[config.mk]
export PLATFORM = sky130hd
export DESIGN_NAME = sdadc_reader
export DESIGN_NICKNAME = d
export VERILOG_FILES = /design/src/rtl/sdadc_reader.sv
export SDC_FILE = /design/constraint.sdc
export NUM_CORES = 1
export LEC_CHECK = 0
export BUFFER_PORTS_ARGS = -buffer_cell sky130_fd_sc_hd__buf_2
export CORE_ASPECT_RATIO = 2
export CORE_UTILIZATION = 50
export DETAILED_ROUTE_END_ITERATION = 8
export PLACE_DENSITY = 0.69
export SKIP_CTS_REPAIR_TIMING = 1
export SLEW_MARGIN = 25
export SYNTH_ARGS = -nofsm -noshare
export SYNTH_HDL_FRONTEND = slang
export SYNTH_SLANG_ARGS = --single-unit
[constraint.sdc]
create_clock -name clk -period 3.1 [get_ports clk]
set_input_delay 0 -clock clk [delete_from_list [all_inputs] [get_ports clk]]
set_output_delay 0 -clock clk [all_outputs]
set_load 0.1 [all_outputs]
[src/rtl/sdadc_reader.sv]
module sdadc_reader #(
  parameter int WORD_W       = 24,
  parameter int MCLK_DIV     = 2,
  parameter int SCLK_HALF    = 4,
  parameter int FRAME_MCLK   = 384,
  parameter int RESET_FRAMES = 4,
  parameter int SETTLE_MCLK  = 6,
  parameter int DISCARD      = 5,
  parameter int WD_FRAMES    = 2
) (
  input  logic              clk,
  input  logic              rst_n,
  input  logic              start_i,
  input  logic              line_i,
  output logic              sclk_o,
  output logic              busy_o,
  output logic              valid_o,
  output logic [WORD_W-1:0] data_o,
  output logic              settled_o
);
  localparam int RST_CYC = RESET_FRAMES * FRAME_MCLK * MCLK_DIV;
  localparam int WD_CYC  = WD_FRAMES * FRAME_MCLK * MCLK_DIV;
  localparam int DLY_CYC = SETTLE_MCLK * MCLK_DIV;
  localparam int MAXC    = (RST_CYC > WD_CYC) ? RST_CYC : WD_CYC;
  localparam int CW      = $clog2(MAXC + 1);
  localparam int BW      = $clog2(WORD_W + 1);
  localparam int NW      = $clog2(DISCARD + 2);

  typedef enum logic [2:0] {S_IDLE, S_RESET, S_RISE, S_FALL, S_DELAY, S_SHIFT} state_t;

  state_t            state;
  logic [CW-1:0]     cnt;
  logic [BW-1:0]     bits;
  logic [NW-1:0]     nwords;
  logic              hi;
  logic [2:0]        sy;
  logic [WORD_W-1:0] shreg;

  wire rise = sy[1] & ~sy[2];
  wire fall = ~sy[1] & sy[2];

  assign busy_o = (state == S_RESET);
  assign sclk_o = busy_o | ((state == S_SHIFT) & hi);

  always_ff @(posedge clk or negedge rst_n) begin
    if (!rst_n) sy <= '0;
    else        sy <= {sy[1:0], line_i};
  end

  always_ff @(posedge clk or negedge rst_n) begin
    if (!rst_n) begin
      state <= S_IDLE; cnt <= '0; bits <= '0; nwords <= '0; hi <= 1'b0;
      shreg <= '0; data_o <= '0; valid_o <= 1'b0; settled_o <= 1'b0;
    end else begin
      valid_o <= 1'b0;
      if (start_i) begin
        state <= S_RESET; cnt <= '0; nwords <= '0; settled_o <= 1'b0; hi <= 1'b0;
      end else begin
        case (state)
          S_RESET:
            if (cnt == CW'(RST_CYC - 1)) begin state <= S_RISE; cnt <= '0; end
            else cnt <= cnt + 1'b1;
          S_RISE:
            if (rise) begin state <= S_FALL; cnt <= '0; end
          S_FALL:
            if (fall) begin state <= S_DELAY; cnt <= '0; end
            else if (cnt == CW'(WD_CYC - 1)) begin state <= S_RISE; cnt <= '0; end
            else cnt <= cnt + 1'b1;
          S_DELAY:
            if (cnt == CW'(DLY_CYC - 1)) begin
              state <= S_SHIFT; cnt <= '0; hi <= 1'b1; bits <= '0;
            end else cnt <= cnt + 1'b1;
          S_SHIFT:
            if (cnt == CW'(SCLK_HALF - 1)) begin
              cnt <= '0;
              if (hi) begin
                shreg <= {shreg[WORD_W-2:0], sy[1]};
                bits  <= bits + 1'b1;
                hi    <= 1'b0;
              end else if (bits == BW'(WORD_W)) begin
                data_o    <= shreg;
                valid_o   <= 1'b1;
                settled_o <= (nwords >= NW'(DISCARD));
                if (nwords <= NW'(DISCARD)) nwords <= nwords + 1'b1;
                state <= S_RISE;
              end else hi <= 1'b1;
            end else cnt <= cnt + 1'b1;
          default: ;
        endcase
      end
    end
  end

  logic [CW-1:0] run;
  always_ff @(posedge clk or negedge rst_n) begin
    if (!rst_n) run <= '0;
    else        run <= (sclk_o && !busy_o) ? run + 1'b1 : '0;
  end

  a_r1_hold_is_high: assert property (@(posedge clk) disable iff (!rst_n)
    busy_o |-> sclk_o);
  a_r1_release_low: assert property (@(posedge clk) disable iff (!rst_n)
    ($fell(busy_o) && !start_i) |-> !sclk_o);
  a_r2_short_pulses: assert property (@(posedge clk) disable iff (!rst_n)
    run <= CW'(SCLK_HALF));
  a_r4_single_strobe: assert property (@(posedge clk) disable iff (!rst_n)
    valid_o |=> !valid_o);
  a_r5_settle_with_word: assert property (@(posedge clk) disable iff (!rst_n)
    $rose(settled_o) |-> valid_o);
  a_r7_start_clears: assert property (@(posedge clk) disable iff (!rst_n)
    start_i |=> (busy_o && !settled_o));
endmodule

==> reports/results.txt <==
Switching fraction of total power: 27.80%. At the end of the flow, the number of nets in the layout was 360. Setup total negative slack: 0 ps. On the worst path, the slowest cell contributes a delay of 600 ps. In the layout the commonest cells are 77 x sky130_fd_sc_hd__dfrtp_1, 30 x sky130_fd_sc_hd__buf_2, 26 x sky130_fd_sc_hd__nand2_1. Summed over all nets, the half-perimeter wirelength after detailed placement is 5.118 mm. For the total I/O pin count, the log shows 32. The routed wire length was 7.345 mm; the number of I/O port buffers was 31.

In this run, the clock network consumes 44.2% of the power. Number of global-route vias before repair: 2532. The die is 123.9 um tall.

The total via count in the routed design is 2568. At the pin with the least slew margin, the transition time is 743.5 ps. The remaining routing DRC violations is 0, and the maximum level of the CTS H-tree is 3. The region available for standard cell placement spans 0.007212 mm2. The clock passes through at most 2 buffers.

The worst setup path is of the reg2reg kind. The first global-routing pass estimated 12.33 mm of wire. The worst setup path is launched from a flop. The run gives 16.2% as the combinational share of power. Setup repair after global routing left no endpoint under its margin. The peak fanout along the critical path is 7.

The floorplan has 44 rows. The portion of the clock cycle consumed by the worst path in the final layout is 81.09%. After synthesis, flip-flops and latches occupy 51.87% of the total area. The worst setup path is captured at a flop. The completed layout was analyzed and its total power is 2.717 mW. Per report_power, the sequential group accounts for 39.5% of the total. The number of synthesized flops with an enable pin came out at 0. In the final layout, the share of cells above drive strength 1 is 26.12%. The synthesized netlist occupies a cell area of 0.003715 mm2.

The slowest stage of the critical path belongs to the cell sky130_fd_sc_hd__o41ai_1. For the final RePlAce weighted congestion, the log shows 0.8565. The flow ran to the end, and the final reports show no timing, DRC or antenna violations. The number of hold violations in the final report was 0. TritonCTS built the clock tree. Number of nets in the synthesized netlist: 325. Entering global routing, the biggest net connects 78 pins. The root buffer cell chosen for the clock tree is sky130_fd_sc_hd__clkbuf_16. The filler cells instantiated in the layout total 610. The final routed wire length divided by cell count works out to 16.40 um. The worst hold path passes through 2 cells. Highest clock rate: 397.8 MHz.

The logs give 458.5 uV for the largest vdd supply drop and 0 for the number of nets still failing antenna checks after routing. Relative to the synthesized area, the layout overhead comes to 15.90%. The number of slew-limit violations in the final report was 0; the clock input transition at the sequential cells of the worst setup and hold paths was 50 ps.

The die covers 0.007800 mm2. Across the routed clock network, the largest skew measured is 5.457 ps. The run gives 0 as the total inserted antenna cells.

Counting distinct cell types in the post-synthesis netlist gives 61. The worst-skew pair later-pin latency came out at 330 ps. Summed over all cells, the static leakage comes to 2.058 nW. The clock sink count is 77.

After detailed routing, the number of vias per cell comes to 5.732. The first detailed-routing pass took 4 iterations. The die boundary width was 62.95 um; the clock buffer count from CTS was 9. The run gives 0 as the number of endpoints failing setup at the final stage. The slack of the worst reg-to-reg path came out at 590 ps.

Data on the critical path arrives at its endpoint at 2730 ps. For the total overflow reported by the global router, the log shows 0. The tool flagged a number of max-cap violations equal to 0. The tightest min-delay check is of the in2reg type. The post-synthesis sequential element count works out to 77. Synthesis produced 316 cells. Hold is met by 31.19 ps. The initial utilization of the core area, before any placement, comes to 51.51%. Counting tap cells, the placed design contains a total of 430 instances. Counting flops with an async set or reset pin after synthesis yields a share of 100.0%. Shortest period the worst path allows: 2514 ps.

Leaving out fill and tap cells, the most frequent cell in the layout is sky130_fd_sc_hd__dfrtp_1. Global routing used 21.28% of the available tracks. The critical path goes through ha_1 -> or4b_4 -> o41ai_1 -> a21oi_1 -> a221o_1. For the worst setup path, the data required time is 3320 ps. Cell internal power was estimated by the tool at 1.962 mW. For this block, the initial DRC count from the detailed router was 144. Counting cells, the worst reg-to-reg path comes to 5. The mean cell area of the mapped netlist was 11.76 um2. Summed over all nets, the switching power comes to 0.7554 mW. The power per standard cell area was 631.2 mW/mm2; the warning count from the yosys run was 0.

Measured against its own limit, the worst slew margin works out to 49.81%. Among all flip-flop cells after synthesis, the most frequent one is sky130_fd_sc_hd__dfrtp_1. The initial antenna violation count is 0, and the number of non-filler instances in the completed layout is 448.
## worst max-delay path, delay by kind of cell (launching register included)
family	cells	cell delay, ps
compound gates	3	1190
simple gates	1	540
flops	1	390
fa+ha+maj	1	280
## kinds of logic after synthesis
family          after synthesis  synth area share, %
compound gates               51                9.432
simple gates                102                15.83
flops                        77                51.87
xor+xnor                      3               0.7074
mux                          53                16.84
fa+ha+maj                     5                1.684
buf+inv                      25                3.637
## through the flow
step           cell area, um2  setup slack (ps)  util (%)
6_report                 4305             586.3     59.70
3_5_place_dp             3931             578.7     54.51
2_1_floorplan            3715             862.5         -
5_1_grt                  4305             437.5     59.70
4_1_cts                  4282             566.2     59.37
3_3_place_gp             3931             632.5     54.51
## power by group through the flow
| stage | Clock, mW | Combinational [mW] | Sequential (mW) |
|---|---|---|---|
| finish | 1.20 | 0.441 | 1.07 |
| global route | 1.27 | 0.476 | 1.08 |
| CTS | 1.23 | 0.438 | 1.07 |
| detailed placement | 0 | 0.437 | 1.09 |
| global placement | 0 | 0.430 | 1.09 |
| floorplan | 0 | 0.354 | 1.06 |
## sequential cells by signal, indices dropped and copies added (netlist names), 3 cells and up
register and cells:
state 3, sy 3, bits 5, nwords 3
shreg 24, data_o 24, cnt 12
## cell type report
cell class                      count  area [um2]  area share (%)
Tap cell                           92       115.1           2.674
Clock buffer                       11       242.7           5.638
Multi-Input combinational cell    214        1653           38.39
Timing Repair Buffer               38       219.0           5.086
Sequential cell                    77        1927           44.75
Inverter                           11       41.29          0.9590
Clock inverter                      5       107.6           2.499
## synthesized netlist by cell type, drive strengths merged, types with 5 or more instances
master  number  share of area (%)
ha           5                1.7
clkbuf       6               0.61
mux2        49                 16
buf          8                1.9
inv         11                1.1
nand2       26                2.6
nor2         8                1.0
nor3        13                2.2
a21oi       10                1.3
nand3b       5                1.0
dfrtp       77                 52
nand3       15                2.0
o21ai       16                2.2
## routing by layer
metal,GRT usage (%),up-vias,wire [um]
met5,0,-,0
met4,12.21,0,215
met3,4.396,15,157
met2,38.31,39,4091
met1,22.73,1281,2881
li1,-,1233,-
## path summary, 6_finish.rpt
kind	start	endpoint
worst max-delay path	cnt[0]	state[2]
min in group asynchronous	rst_n	data_o[19]
worst min register to register	sy[0]	sy[1]
worst min-delay path	start_i	nwords[0]
worst max register to register	cnt[0]	state[2]
max in group asynchronous	rst_n	cnt[8]
(Power assumes the default switching activity.)
